==> config.mk <==
export PLATFORM = sky130hd
export DESIGN_NAME = wdt_interval_timer
export DESIGN_NICKNAME = d
export VERILOG_FILES = /design/src/rtl/wdtim_pkg.sv /design/src/rtl/wdtim_prescaler.sv /design/src/rtl/wdtim_counter.sv /design/src/rtl/wdtim_ctrl.sv /design/src/rtl/wdt_interval_timer.sv
export SDC_FILE = /design/constraint.sdc
export NUM_CORES = 1
export LEC_CHECK = 0
export CAP_MARGIN = 25
export CORE_ASPECT_RATIO = 1.25
export CORE_UTILIZATION = 29
export DETAILED_ROUTE_END_ITERATION = 16
export GPL_TIMING_DRIVEN = 0
export PLACE_DENSITY_LB_ADDON = 0.15
export SYNTH_ARGS = -nofsm -noshare
export SYNTH_HDL_FRONTEND = slang
export SYNTH_SLANG_ARGS = --single-unit
==> constraint.sdc <==
create_clock -name clk -period 2.7 [get_ports clk]
set_input_delay 0.675 -clock clk [delete_from_list [all_inputs] [get_ports clk]]
set_output_delay 0.675 -clock clk [all_outputs]
set_load 0.005 [all_outputs]
==> src/rtl/wdtim_pkg.sv <==
package wdtim_pkg;

    localparam int REG_AW = 2;
    localparam int REG_DW = 8;

    // register addresses
    localparam logic [REG_AW-1:0] ADDR_MODE = 2'd0;
    localparam logic [REG_AW-1:0] ADDR_CSEL = 2'd1;
    localparam logic [REG_AW-1:0] ADDR_ICTL = 2'd2;

    // bit positions inside the registers
    localparam int BIT_RUN   = 7;
    localparam int BIT_WDSEL = 4;
    localparam int BIT_IVSEL = 3;
    localparam int BIT_MASK  = 0;
    localparam int BIT_CLR   = 1;

    typedef enum logic [1:0] {
        ST_IDLE     = 2'd0,
        ST_INTERVAL = 2'd1,
        ST_WATCHDOG = 2'd2
    } tmr_state_e;

endpackage

==> src/rtl/wdtim_prescaler.sv <==
module wdtim_prescaler #(
    parameter int SEL_W    = 2,
    parameter int TAP_BASE = 4,
    parameter int TAP_STEP = 2
) (
    input  logic             clk,
    input  logic             rst_n,
    input  logic             halt_i,
    input  logic             stop_i,
    input  logic [SEL_W-1:0] sel_idx_i,
    output logic             tick_o
);
    localparam int NUM_TAPS = 2 ** SEL_W;
    localparam int PRE_W    = TAP_BASE + TAP_STEP * (NUM_TAPS - 1);

    logic [PRE_W-1:0]    pre_q;
    logic [NUM_TAPS-1:0] tap_hit;

    // Free-running divider: never cleared by software, frozen only in deep sleep.
    // Light sleep is intentionally absent from the step enable.
    always_ff @(posedge clk or negedge rst_n) begin
        if (!rst_n) begin
            pre_q <= '0;
        end else if (!stop_i) begin
            pre_q <= pre_q + 1'b1;
        end
    end

    // One tap per select value; a tap fires when its low bits are about to roll over.
    for (genvar g = 0; g < NUM_TAPS; g++) begin : g_tap
        localparam int K = TAP_BASE + TAP_STEP * g;
        assign tap_hit[g] = &pre_q[K-1:0];
    end

    assign tick_o = tap_hit[sel_idx_i] & ~stop_i;

    assert_pre_frozen_R10: assert property (@(posedge clk) disable iff (!rst_n)
        stop_i |=> $stable(pre_q));

    assert_halt_runs_R10: assert property (@(posedge clk) disable iff (!rst_n)
        (halt_i && !stop_i) |=> (pre_q != $past(pre_q)));

endmodule

==> src/rtl/wdtim_counter.sv <==
module wdtim_counter #(
    parameter int CNT_W = 7
) (
    input  logic clk,
    input  logic rst_n,
    input  logic en_i,
    input  logic clr_i,
    input  logic tick_i,
    output logic wrap_o
);
    logic [CNT_W-1:0] cnt_q;

    always_ff @(posedge clk or negedge rst_n) begin
        if (!rst_n) begin
            cnt_q <= '0;
        end else if (!en_i || clr_i) begin
            cnt_q <= '0;
        end else if (tick_i) begin
            cnt_q <= cnt_q + 1'b1;
        end
    end

    // wrap fires on the tick that takes the counter from all-ones back to zero
    assign wrap_o = en_i & ~clr_i & tick_i & (&cnt_q);

    assert_cnt_hold_R10: assert property (@(posedge clk) disable iff (!rst_n)
        (en_i && !clr_i && !tick_i) |=> $stable(cnt_q));

    assert_restart_R7: assert property (@(posedge clk) disable iff (!rst_n)
        clr_i |=> (cnt_q == '0));

endmodule

==> src/rtl/wdtim_ctrl.sv <==
module wdtim_ctrl
    import wdtim_pkg::*;
#(
    parameter int SEL_W = 2
) (
    input  logic              clk,
    input  logic              rst_n,
    input  logic              reg_wr,
    input  logic [REG_AW-1:0] reg_addr,
    input  logic [REG_DW-1:0] reg_wdata,
    input  logic              wrap_i,
    output tmr_state_e        state_o,
    output logic              cnt_clr_o,
    output logic [SEL_W-1:0]  sel_idx_o,
    output logic              irq_o,
    output logic              ovf_o
);
    tmr_state_e       state_q, state_d;
    logic             run_q, lock_q, ivsel_q;
    logic             mask_q, flag_q, ovf_q;
    logic [SEL_W-1:0] csel_q;

    logic mode_wr, csel_wr, ictl_wr;
    logic run_set, run_eff, lock_eff, ivsel_eff;
    logic unused_rsvd;

    assign mode_wr = reg_wr && (reg_addr == ADDR_MODE);
    assign csel_wr = reg_wr && (reg_addr == ADDR_CSEL);
    assign ictl_wr = reg_wr && (reg_addr == ADDR_ICTL);

    assign run_set   = mode_wr & reg_wdata[BIT_RUN];
    assign run_eff   = run_q | run_set;
    assign lock_eff  = lock_q | (mode_wr & reg_wdata[BIT_WDSEL]);
    assign ivsel_eff = mode_wr ? reg_wdata[BIT_IVSEL] : ivsel_q;

    // reserved mode bits carry no function
    assign unused_rsvd = ^reg_wdata[6:5];

    // next-state logic
    always_comb begin
        state_d = state_q;
        unique case (state_q)
            ST_IDLE: begin
                if (run_eff && lock_eff) begin
                    state_d = ST_WATCHDOG;
                end else if (run_eff && ivsel_eff) begin
                    state_d = ST_INTERVAL;
                end
            end
            ST_INTERVAL: begin
                if (mode_wr && reg_wdata[BIT_WDSEL]) begin
                    state_d = ST_WATCHDOG;
                end else if (mode_wr && !reg_wdata[BIT_IVSEL]) begin
                    state_d = ST_IDLE;
                end
            end
            ST_WATCHDOG: state_d = ST_WATCHDOG;
            default:     state_d = ST_IDLE;
        endcase
    end

    // state register
    always_ff @(posedge clk or negedge rst_n) begin
        if (!rst_n) begin
            state_q <= ST_IDLE;
        end else begin
            state_q <= state_d;
        end
    end

    // register file, flag and overflow pulse
    always_ff @(posedge clk or negedge rst_n) begin
        if (!rst_n) begin
            run_q   <= 1'b0;
            lock_q  <= 1'b0;
            ivsel_q <= 1'b0;
            csel_q  <= '0;
            mask_q  <= 1'b1;
            flag_q  <= 1'b0;
            ovf_q   <= 1'b0;
        end else begin
            if (run_set) begin
                run_q <= 1'b1;
            end
            if (mode_wr) begin
                ivsel_q <= reg_wdata[BIT_IVSEL];
                if (reg_wdata[BIT_WDSEL]) begin
                    lock_q <= 1'b1;
                end
            end
            if (csel_wr) begin
                csel_q <= reg_wdata[SEL_W:1];
            end
            if (ictl_wr) begin
                mask_q <= reg_wdata[BIT_MASK];
            end
            if (state_q == ST_INTERVAL && wrap_i) begin
                flag_q <= 1'b1;
            end else if ((ictl_wr && reg_wdata[BIT_CLR]) || state_d == ST_WATCHDOG) begin
                flag_q <= 1'b0;
            end
            ovf_q <= (state_q == ST_WATCHDOG) && wrap_i;
        end
    end

    assign state_o   = state_q;
    assign cnt_clr_o = run_set;
    assign sel_idx_o = csel_q;
    assign irq_o     = flag_q & ~mask_q;
    assign ovf_o     = ovf_q;

    assert_wd_sticky_R8: assert property (@(posedge clk) disable iff (!rst_n)
        (state_q == ST_WATCHDOG) |=> (state_q == ST_WATCHDOG));

    assert_ovf_single_R6: assert property (@(posedge clk) disable iff (!rst_n)
        ovf_q |=> !ovf_q);

    assert_flag_src_R5: assert property (@(posedge clk) disable iff (!rst_n)
        $rose(flag_q) |-> ($past(state_q) == ST_INTERVAL));

    assert_run_latched_R9: assert property (@(posedge clk) disable iff (!rst_n)
        run_q |=> run_q);

endmodule

==> src/rtl/wdt_interval_timer.sv <==
module wdt_interval_timer #(
    parameter int CNT_W    = 7,
    parameter int SEL_W    = 2,
    parameter int TAP_BASE = 4,
    parameter int TAP_STEP = 2
) (
    input  logic       clk,
    input  logic       rst_n,
    input  logic       reg_wr,
    input  logic [1:0] reg_addr,
    input  logic [7:0] reg_wdata,
    input  logic       halt_i,
    input  logic       stop_i,
    output logic       irq_o,
    output logic       wdt_ovf_o
);
    import wdtim_pkg::*;

    tmr_state_e       state;
    logic             cnt_clr, tick, wrap, cnt_en;
    logic [SEL_W-1:0] sel_idx;

    assign cnt_en = (state != ST_IDLE);

    wdtim_ctrl #(.SEL_W(SEL_W)) u_ctrl (
        .clk       (clk),
        .rst_n     (rst_n),
        .reg_wr    (reg_wr),
        .reg_addr  (reg_addr),
        .reg_wdata (reg_wdata),
        .wrap_i    (wrap),
        .state_o   (state),
        .cnt_clr_o (cnt_clr),
        .sel_idx_o (sel_idx),
        .irq_o     (irq_o),
        .ovf_o     (wdt_ovf_o)
    );

    wdtim_prescaler #(
        .SEL_W    (SEL_W),
        .TAP_BASE (TAP_BASE),
        .TAP_STEP (TAP_STEP)
    ) u_pre (
        .clk       (clk),
        .rst_n     (rst_n),
        .halt_i    (halt_i),
        .stop_i    (stop_i),
        .sel_idx_i (sel_idx),
        .tick_o    (tick)
    );

    wdtim_counter #(.CNT_W(CNT_W)) u_cnt (
        .clk    (clk),
        .rst_n  (rst_n),
        .en_i   (cnt_en),
        .clr_i  (cnt_clr),
        .tick_i (tick),
        .wrap_o (wrap)
    );

    assert_outputs_exclusive_R6: assert property (@(posedge clk) disable iff (!rst_n)
        wdt_ovf_o |-> !irq_o);

endmodule

### Yosys cells after proc, flatten, opt, wreduce, memory -nomap -nowiden

Cells that the tools add are included.

| storage, ports and cells | value |
|---|---|
| input bits | 15 |
| output and inout port bits | 2 |
| logic and storage cells | 67 |
| register bits after elaboration | 27 |

| cells by class | value |
|---|---|
| add/sub/neg operators | 2 |
| multiplexer cells | 12 |
| magnitude comparators | 1 |
| bitwise operators | 12 |
| equal/unequal tests | 5 |
| reductions and logical operators | 25 |

Operators with widths:

| kind | count |
|---|---|
| $mux W7 | 2 |
| $add A10 B1 Y10 const B | 1 |
| $logic_and A1 B1 Y1 | 10 |
| $reduce_and A10 Y1 | 1 |
| $mux W2 | 4 |
| $reduce_and A8 Y1 | 1 |
| $add A7 B1 Y7 const B | 1 |
| $and A1 B1 Y1 | 7 |
| $reduce_and A7 Y1 | 1 |
| $eq A2 B2 Y1 const B | 3 |
| $pmux W2 S3 | 1 |
| $reduce_and A6 Y1 | 1 |
| $reduce_bool A2 Y1 | 3 |
| $eq A2 B1 Y1 const B | 2 |
| $logic_not A2 Y1 | 2 |
| $mux W1 | 4 |
| $reduce_and A4 Y1 | 1 |
| $lt A2 B3 Y1 const B | 1 |
| $not A1 Y1 | 3 |
| $bmux W1 S2 | 1 |
| $logic_not A1 Y1 | 2 |
| $logic_or A1 B1 Y1 | 2 |
| $or A1 B1 Y1 | 2 |
| $reduce_and A2 Y1 | 1 |

### Logic depth before layout (Yosys ltp)

Gate-level depths: netlist of the first run.

| depth | value |
|---|---|
| depth after elaboration | 12 |
| depth in mapped cells | 6 |
| depth with buffers taken out | 6 |

### By module

A second synthesis of the first run with hierarchy kept.

| unflattened totals | value |
|---|---|
| cells, all modules | 111 |
| area total of the unflattened synthesis | 1317.5 um2 |

Modules (own cells, without submodules):

| module | instances | area each (um2) | sequential area each (um2) | cells each |
|---|---|---|---|---|
| wdtim_prescaler | 1 | 503.0 | 250.2 | 39 |
| wdtim_ctrl | 1 | 460.4 | 251.5 | 37 |
| wdtim_counter | 1 | 347.8 | 175.2 | 34 |
| wdt_interval_timer | 1 | 6.3 | 0.0 | 1 |

### Worst setup path after synthesis of the first run

Ideal clock, no wire load.

| path | value |
|---|---|
| kind | input to register |
| from | input stop_i |
| to | register u_ctrl.flag_q |
| path buffers | 0 |
| library setup time | 83 ps |
| data required time | 2617 ps |
| arrival | 2004 ps |
| slack | 613 ps |
| cell stages on the path | 5 |
| cell sequence | nand4b_4 > a2111oi_4 > o2111ai_2 > or4_1 > o21ai_0 |

| on the way | value |
|---|---|
| cells in the longest elaborated chain, start to end | 6 |
| elaborated cells between the ends (all ways) | 7 |
| those cells by class | 1 x mux; 4 x bitwise; 2 x reduce/logical |

RTL lines:

| what | line | text |
|---|---|---|
| start: declaration | wdt_interval_timer.sv:13 | `input logic stop_i,` |
| $not A1 Y1 * | wdtim_prescaler.sv:35 | `assign tick_o = tap_hit[sel_idx_i] & ~stop_i;` |
| $and A1 B1 Y1 * | wdtim_prescaler.sv:35 |  |
| $and A1 B1 Y1 * (2 in series) | wdtim_counter.sv:24 | `assign wrap_o = en_i & ~clr_i & tick_i & (&cnt_q);` |
| $logic_and A1 B1 Y1 * | wdtim_ctrl.sv:97 | `if (state_q == ST_INTERVAL && wrap_i) begin` |
| $mux W1 or $reduce_bool A2 Y1 (tied branches) | - |  |
| end signal: assignment | wdtim_ctrl.sv:79 | `flag_q <= 1'b0;` |
| end signal: assignment | wdtim_ctrl.sv:98 | `flag_q <= 1'b1;` |
| end signal: assignment | wdtim_ctrl.sv:100 | `flag_q <= 1'b0;` |
| end: declaration | wdtim_ctrl.sv:20 | `logic mask_q, flag_q, ovf_q;` |

Every way passes the cells marked *; elsewhere a longest branch is shown, timed or not.
A chain may end at the register's enable or synchronous reset.

### Worst setup path in the final report of the first run

Ends and elaborated chain as after synthesis.

==> results.toml, run 1 <==
[worst_hold_path]
hp-start = "u_pre.pre_q[9]$_DFFE_PN0N_"
holdPathStages = 1
hp-class = "reg2reg"
hold_end = "u_pre.pre_q[9]$_DFFE_PN0N_"

[job]
maxCapViolCount = 0

[clocking]
clock_path_buffers = 2
cts_tree = "done"
cts.repair.resized = 0
cts.sinks = 27
h-tree-depth = 1
clk_pin_slew_worst_paths_ps = 90
clockRootBuffer = "clkbuf_8"
holdBufCountCts = 0
numCtsBuffers = 3
clk_latency_ps = 270
cts_setup_buffers = 0

[route]
dr_total_vias = 862
wl_per_cell_um = 12.0
drc_errors = 0
viasPerCell = 4.61
first_iter_violations = 22
ant_nets = 0
firstDrtPassIters = 2
drt_wl_total_um = 2240

[global_routing]
grt_pass1_vias = 915
grt_max_degree = 16
grt_pass1_wl_um = 4030
grt_use_total_pct = 11.4
antenna_found_initial = 0
gr-total-overflow = 0

[synth]
ys_seq_elements = 27
synthCells = 113
synth_edf_count = 0
synth_top_area_share_pct = 50.9
yosys-top-cells-area = "dfrtp_1 51%, xnor2_1 5.5%, mux2_2 3.5%"
postSynth.asyncResetShare_pct = 100
syn_area_per_cell_um2 = 11.3
ys_seq_area_share_pct = 53.0
synth_area_um2 = 1280
synth_common_cells = "26 x dfrtp_1, 11 x nor2_1, 10 x nand2_1"
synthDistinctLibCells = 34
synth_fp_nets = 130
yosysMostFrequentCell = "dfrtp_1"
yosysWarnings = 0
yosys.area.top_type = "dfrtp_1"
synth_top_flop_cell = "dfrtp_1"

[timing]
fin_crit_ps = 2500
worst_slew_margin_rel_pct = 47.9
final-setup-viol-count = 0
fin_crit_sh_pct = 92.5
rsz0062_at_grt = "false"
skew_ps = 3.19
finalHoldViolations = 0
slew_violations = 0
fmax_mhz = 400
whs_ps = 476
worstMarginPinSlew_ps = 780

[final_layout]
layout.nets = 149
drive_gt1_share_pct = 11.5
synthToLayoutAreaGrowth_pct = 21.4
fin_area_um2 = 1550
diodes = 0

[floorplanning]
fp.coreArea_um2 = 4160
die-area_um2 = 4680
initial_core_util_pct = 30.7
row_count = 26
io_pins = 17
fp.dieW_um = 61.4
dieHeight_um = 76.2

[power]
power_frac_comb_pct = 18.1
p_per_area_nw_per_um2 = 610
switchingPower_mw = 0.271
p_sw_share_pct = 28.6
vdd_drop_max_uv = 193
power.leakage_nw = 0.648
clockPowerShare_pct = 23.8
pwr-share-seq_pct = 58.1
power_mw = 0.946
internal_power_mw = 0.675

[placed_design]
place_congestion = 0.743
port_buffers = 13
dpl_cell_area_um2 = 1510
hpwl_um = 1730

[worst_setup_path]
r2r_slack_ps = 570
required_ps = 2900
worst-endpoint-arrival_ps = 2700
critPathLaunchType = "input port"
rr_startpoint = "u_pre.pre_q[0]$_DFFE_PN0N_"
cp-end-kind = "flip-flop"
worst-path-max-fanout = 6
r2r_cells = 6
worst_r2r_endpoint = "u_ctrl.flag_q$_DFFE_PN0P_"
worstSetupPathType = "in2reg"

[status]
status = "finished clean"
## registers in the layout, summed over array words and instances (netlist names), 2 cells and up
name	count
u_pre.pre_q	10
u_cnt.cnt_q	7
u_ctrl.sel_idx_o	2
u_ctrl.state_o	2
## worst max-delay path by stage
| stage | start | end |
|---|---|---|
| 2_1_floorplan | stop_i | u_ctrl.flag_q$_DFFE_PN0P_ |
| 3_3_place_gp | stop_i | u_ctrl.flag_q$_DFFE_PN0P_ |
| 3_5_place_dp | stop_i | u_ctrl.flag_q$_DFFE_PN0P_ |
| 4_1_cts | stop_i | u_ctrl.flag_q$_DFFE_PN0P_ |
| 5_1_grt | stop_i | u_ctrl.flag_q$_DFFE_PN0P_ |
| 6_report | stop_i | u_ctrl.flag_q$_DFFE_PN0P_ |
## power by group through the flow
stage | Sequential [mW] | Combinational [mW] | Clock [mW]
2_1_floorplan | 0.542 | 0.125 | 0
3_5_place_dp | 0.558 | 0.174 | 0
3_3_place_gp | 0.557 | 0.165 | 0
6_report | 0.549 | 0.171 | 0.226
4_1_cts | 0.551 | 0.176 | 0.242
5_1_grt | 0.563 | 0.199 | 0.258
## cells in the final DEF (no fill, tap or decap), types with 2 or more instances in the layout
master and count:
a21oi_1 3, mux2_2 4, inv_1 3, xor2_1 5
nand3_1 3, clkbuf_8 3, dfrtp_1 26, o21ai_0 8
nand4_1 2, or3_1 2, nand2_1 10, nor3b_1 2
nor2_1 11, nand3b_1 2, nand2b_1 3, clkdlybuf4s50_1 13
xnor2_1 8, ha_1 2, nor3_1 2
## per-layer routing
metal	routed length, um	global-route usage [%]	up-vias
met3	43	2.04	5
li1	-	-	436
met2	1100	18.4	9
met1	1040	13.7	412
met5	0	0	-
met4	60	6.67	0
## layout make-up
class / count / area (um2)
fillers: 445 / 2610
flip-flops and latches: 27 / 677
multi-input cells: 82 / 586
repair buffers: 14 / 158
well taps: 56 / 70.1
clock buffers: 3 / 41.3
inverters: 3 / 11.3
clock inverters: 1 / 5.00
plain buffers: 1 / 3.75
## cells by family after synthesis
group,share of synthesized area [%]
AOI/OAI and AO/OA,10.2
xor gates and xnor gates,8.91
adders and majority gates,1.96
buffers and inverters,1.17
DFF,53.0
muxes,4.31
and+or+nand+nor,20.5
## per-stage QoR
| stage | util [%] | worst slack, ps | setup TNS [ps] | cells |
|---|---|---|---|---|
| 3_3_place_gp | 35.5 | -92.3 | -92.3 | 182 |
| 5_1_grt | 37.3 | 82.1 | 0 | 187 |
| 2_1_floorplan | - | 613 | 0 | 113 |
| 4_1_cts | 37.3 | 172 | 0 | 187 |
| 6_report | 37.3 | 201 | 0 | 187 |
| 3_5_place_dp | 36.1 | -126 | -178 | 183 |
## worst max-delay path: stages
cell             delay, ps
clkdlybuf4s50_1        500
nand4b_4               220
a2111oi_4              420
o2111ai_2              250
or4_1                  540
o21ai_0                 80
Note: power is estimated with default switching activity, not from simulation.
==> run 2, diff against run 1 <==
--- a/config.mk
+++ b/config.mk
@@ -10,7 +10,7 @@
 export CORE_UTILIZATION = 29
 export DETAILED_ROUTE_END_ITERATION = 16
 export GPL_TIMING_DRIVEN = 0
-export PLACE_DENSITY_LB_ADDON = 0.15
+export REMOVE_ABC_BUFFERS = 1
 export SYNTH_ARGS = -nofsm -noshare
 export SYNTH_HDL_FRONTEND = slang
 export SYNTH_SLANG_ARGS = --single-unit
==> run 2 against run 1 <==
Compared with the run above:
- first-iteration DRC count is 100% higher
- clock skew is 1.0 ps higher
- sequential power is 0.7% higher
- global-route usage hardly changed
- combinational power is 3% higher
- sequential share of layout area is 0.14 points higher
- cell count is 0.53% lower
- clock power hardly changed
- wire length is 1.7% higher
- die area stayed put
- register-to-register slack worse by 40 ps
- via count is 1.9% higher
==> results.toml, run 2 (synthesized netlist as in run 1, its figures left out) <==
[status]
status = "finished clean"

[timing]
slew_violations = 0
finalHoldViolations = 0
final-setup-viol-count = 0
setup_ws_ps = 176
worst_slew_margin_rel_pct = 57.2
worstMarginPinSlew_ps = 641
fin_crit_sh_pct = 93.5
fmax_mhz = 396
whs_ps = 470
rsz0062_at_grt = "false"
fin_crit_ps = 2520
skew_ps = 4.21

[clocking]
holdBufCountCts = 0
cts_tree = "done"
clockRootBuffer = "clkbuf_8"
clk_pin_slew_worst_paths_ps = 90
clock_path_buffers = 2
cts.repair.resized = 0
cts_setup_buffers = 0
cts.sinks = 27
h-tree-depth = 1
clk_latency_ps = 270
numCtsBuffers = 3

[worst_setup_path]
cp-end-kind = "flip-flop"
crit_end = "u_ctrl.flag_q$_DFFE_PN0P_"
required_ps = 2890
cp-startpoint = "stop_i"
worst-endpoint-arrival_ps = 2720
worst_r2r_endpoint = "u_ctrl.flag_q$_DFFE_PN0P_"
rr_startpoint = "u_pre.pre_q[0]$_DFFE_PN0N_"
worstSetupPathType = "in2reg"
critPathLaunchType = "input port"
r2r_cells = 6
r2r_slack_ps = 530
worst-path-max-fanout = 6

[floorplanning]
die-area_um2 = 4680
io_pins = 17
row_count = 26
fp.dieW_um = 61.4
initial_core_util_pct = 30.7
dieHeight_um = 76.2
fp.coreArea_um2 = 4160

[job]
maxCapViolCount = 0

[global_routing]
grt_pass1_vias = 929
grt_max_degree = 21
grt_use_total_pct = 11.4
gr-total-overflow = 0
antenna_found_initial = 0
grt_pass1_wl_um = 3960

[route]
wl_per_cell_um = 12.3
dr_wl_met3_um = 68
highest_layer = "met4"
dr_total_vias = 878
drt_wl_total_um = 2280
drc_errors = 0
first_iter_violations = 44
ant_nets = 0
viasPerCell = 4.72
wl_met1_um = 1030
firstDrtPassIters = 3
met2WireLength_um = 1140

[power]
power.leakage_nw = 0.645
p_per_area_nw_per_um2 = 618
vdd_drop_max_uv = 222

[worst_hold_path]
hp-class = "reg2reg"

[final_layout]
largest_register_ffs = 10
synthToLayoutAreaGrowth_pct = 21.1
layout.nets = 148
most-common-layout-cells = "26 x dfrtp_1, 13 x clkdlybuf4s50_1, 11 x nor2_1"
top_register = "u_pre.pre_q"
diodes = 0
drive_gt1_share_pct = 10.8
multiInputGateArea_um2 = 586
seq_area_um2 = 677
reg_top3 = "u_pre.pre_q: 10 flops, u_cnt.cnt_q: 7 flops"
fin_cells = 186
utilization_pct = 37.1
fill_cells = 450
final_common_cell = "dfrtp_1"

[placed_design]
port_buffers = 13
placed_cells = 182
place_congestion = 0.780
hpwl_um = 1780
pre_cts_slack_ps = -131
[run 2: cell types whose count changed in the layout (fill, tap and decap cells not counted)]
cell and delta:
clkinv_2 -1
[run 2: metrics by stage]
step | cell area, um2 | setup TNS, ps | total power [mW]
after floorplan | 1270 | 0 | 0.667
after global placement | 1470 | -104 | 0.716
after detailed placement | 1500 | -145 | 0.742
after CTS | 1550 | 0 | 0.976
after global routing | 1550 | 0 | 1.02
final | 1550 | 0 | 0.956
[run 2: worst max-delay path, cell delays in order]
cell and delay, ps:
clkdlybuf4s50_1 500, nand4b_4 230, a2111oi_4 420, o2111ai_2 250
or4_1 560, o21ai_0 90
[run 2: area by class of cell]
type / instances / area share, %
flip-flops and latches: 27 / 43.8
multi-input cells: 82 / 37.9
repair buffers: 14 / 10.2
well taps: 56 / 4.53
clock buffers: 4 / 2.91
inverters: 3 / 0.728
[run 2: worst min-delay path by stage]
stage	start	endpoint	slack (ps)	depth (start not counted)
floorplan	rst_n	u_cnt.cnt_q[0]$_DFFE_PN0P_	380	0
global placement	u_ctrl.run_q$_DFFE_PN0P_	u_ctrl.run_q$_DFFE_PN0P_	450	2
detailed placement	u_ctrl.run_q$_DFFE_PN0P_	u_ctrl.run_q$_DFFE_PN0P_	450	2
CTS	u_ctrl.run_q$_DFFE_PN0P_	u_ctrl.run_q$_DFFE_PN0P_	480	2
global route	u_ctrl.run_q$_DFFE_PN0P_	u_ctrl.run_q$_DFFE_PN0P_	490	2
finish	u_ctrl.run_q$_DFFE_PN0P_	u_ctrl.run_q$_DFFE_PN0P_	470	2
[run 2: per-layer routing]
layer	up-vias	global-route usage (%)
li1	430	-
met1	427	14.3
met2	16	18.8
met3	5	2.04
met4	0	4.67
met5	-	0
[run 2: power breakdown]
group | internal [mW] | total [mW] | switching, mW
clock network | 0.106 | 0.228 | 0.122
logic | 0.0982 | 0.176 | 0.0778
registers | 0.475 | 0.553 | 0.0774
total | 0.679 | 0.956 | 0.277
==> run 3, diff against run 2 <==
--- a/config.mk
+++ b/config.mk
@@ -10,7 +10,9 @@
 export CORE_UTILIZATION = 29
 export DETAILED_ROUTE_END_ITERATION = 16
 export GPL_TIMING_DRIVEN = 0
+export MAX_ROUTING_LAYER = met4
 export REMOVE_ABC_BUFFERS = 1
 export SYNTH_ARGS = -nofsm -noshare
 export SYNTH_HDL_FRONTEND = slang
 export SYNTH_SLANG_ARGS = --single-unit
+export TNS_END_PERCENT = 30
==> run 3 against run 2 <==
Compared with the run above:
- hold slack barely moved
- count of clock-buffer cells in the layout did not move
- register-to-register slack barely moved
- die area did not move
==> results.toml, run 3 (synthesized netlist as in run 1, its figures left out) <==
[route]
first_iter_violations = 44
drc_errors = 0
ant_nets = 0
firstDrtPassIters = 3
wl_per_cell_um = 12.3
drt_wl_total_um = 2280
viasPerCell = 4.72
dr_total_vias = 878

[final_layout]
final_common_cell = "dfrtp_1"
utilization_pct = 37.1
drive_gt1_share_pct = 10.8
fill_cells = 450
fin_area_um2 = 1550
largest_register_ffs = 10
reg_top3 = "u_pre.pre_q: 10 flops, u_cnt.cnt_q: 7 flops"
synthToLayoutAreaGrowth_pct = 21.1
diodes = 0
top_register = "u_pre.pre_q"
most-common-layout-cells = "26 x dfrtp_1, 13 x clkdlybuf4s50_1, 11 x nor2_1"
layout.nets = 148

[placed_design]
pre_cts_slack_ps = -131
hpwl_um = 1780
dpl_cell_area_um2 = 1500
port_buffers = 13
place_congestion = 0.790

[worst_setup_path]
critPathLaunchType = "input port"
worst-path-max-fanout = 6
worst-endpoint-arrival_ps = 2720
required_ps = 2890
slowest_delay_ps = 560
worstSetupPathType = "in2reg"
cp-end-kind = "flip-flop"
cpLargestDelayFamily = "simple AND/OR/NAND/NOR gates"
crit_buf_inv = 1
crit_path_cell_trace = "clkdlybuf4s50_1 > nand4b_4 > a2111oi_4 > o2111ai_2 > or4_1 > o21ai_0"
cp_slowest_cell = "or4_1"
r2r_slack_ps = 530

[timing]
final-setup-viol-count = 0
fin_crit_ps = 2520
skew_ps = 4.21
finalHoldViolations = 0
fmax_mhz = 396
fin_crit_sh_pct = 93.5
setup_ws_ps = 175
whs_ps = 470
worst_slew_margin_rel_pct = 57.2
slew_violations = 0
rsz0062_at_grt = "false"
worstMarginPinSlew_ps = 641

[floorplanning]
initial_core_util_pct = 30.7
row_count = 26
die-area_um2 = 4680
io_pins = 17
fp.dieW_um = 61.4
fp.coreArea_um2 = 4160
dieHeight_um = 76.2

[power]
power.leakage_nw = 0.645
vdd_drop_max_uv = 222
p_per_area_nw_per_um2 = 618
power_mw = 0.956

[clocking]
clockRootBuffer = "clkbuf_8"
holdBufCountCts = 0
numCtsBuffers = 3
clock_path_buffers = 2
h-tree-depth = 1
cts_setup_buffers = 0
cts_tree = "done"
cts.sinks = 27
clk_pin_slew_worst_paths_ps = 90
clk_latency_ps = 270
cts.repair.resized = 0

[global_routing]
grt_pass1_wl_um = 3970
gr-total-overflow = 0
antenna_found_initial = 0
grt_use_total_pct = 11.7
grt_max_degree = 21
grt_pass1_vias = 928

[job]
maxCapViolCount = 0

[status]
status = "finished clean"

[worst_hold_path]
hp-class = "reg2reg"
run 3: cell counts in the layout (fill, tap and decap cells not counted):
Identical to the previous run, type by type.
run 3: per-stage QoR:
stage,instances,TNS (ps)
floorplan,112,0
global placement,181,-104
detailed placement,182,-145
CTS,186,0
global route,186,0
finish,186,0
run 3: area by class of cell:
cell class	count	area [um2]	share of cell area [%]
Multi-Input combinational cell	82	586	37.9
Timing Repair Buffer	14	158	10.2
Clock buffer	4	45.0	2.91
Tap cell	56	70.1	4.53
Inverter	3	11.3	0.728
Sequential cell	27	677	43.8
run 3: final timing paths:
| check | from | endpoint | depth (start not counted) |
|---|---|---|---|
| max | stop_i | u_ctrl.flag_q$_DFFE_PN0P_ | 6 |
| max reg2reg | u_pre.pre_q[0]$_DFFE_PN0N_ | u_ctrl.flag_q$_DFFE_PN0P_ | 6 |
| min reg2reg | u_ctrl.run_q$_DFFE_PN0P_ | u_ctrl.run_q$_DFFE_PN0P_ | 2 |
| min | u_ctrl.run_q$_DFFE_PN0P_ | u_ctrl.run_q$_DFFE_PN0P_ | 2 |
| max in group asynchronous | rst_n | u_ctrl.state_o[1]$_DFF_PN0_ | 2 |
| min in group asynchronous | rst_n | u_pre.pre_q[0]$_DFFE_PN0N_ | 1 |
run 3: worst min-delay path: stages (launching register included):
cell and delay [ps]:
dfrtp_1 340, a21oi_1 60, inv_1 50
run 3: where the power goes:
group / leakage (nW) / switching (mW) / total, mW / internal (mW)
registers: 0.341 / 0.0774 / 0.553 / 0.475
logic: 0.281 / 0.0778 / 0.176 / 0.0982
clock network: 0.0228 / 0.122 / 0.228 / 0.106
run 3: metal layers:
| layer | GRT usage [%] | vias up | wire [um] | part of all wire, % |
|---|---|---|---|---|
| met5 | - | - | 0 | 0 |
| met4 | 4.67 | 0 | 37 | 1.6 |
| met3 | 2.04 | 5 | 68 | 3.0 |
| met2 | 18.8 | 16 | 1140 | 50 |
| met1 | 14.3 | 427 | 1030 | 45 |
| li1 | - | 430 | - | - |
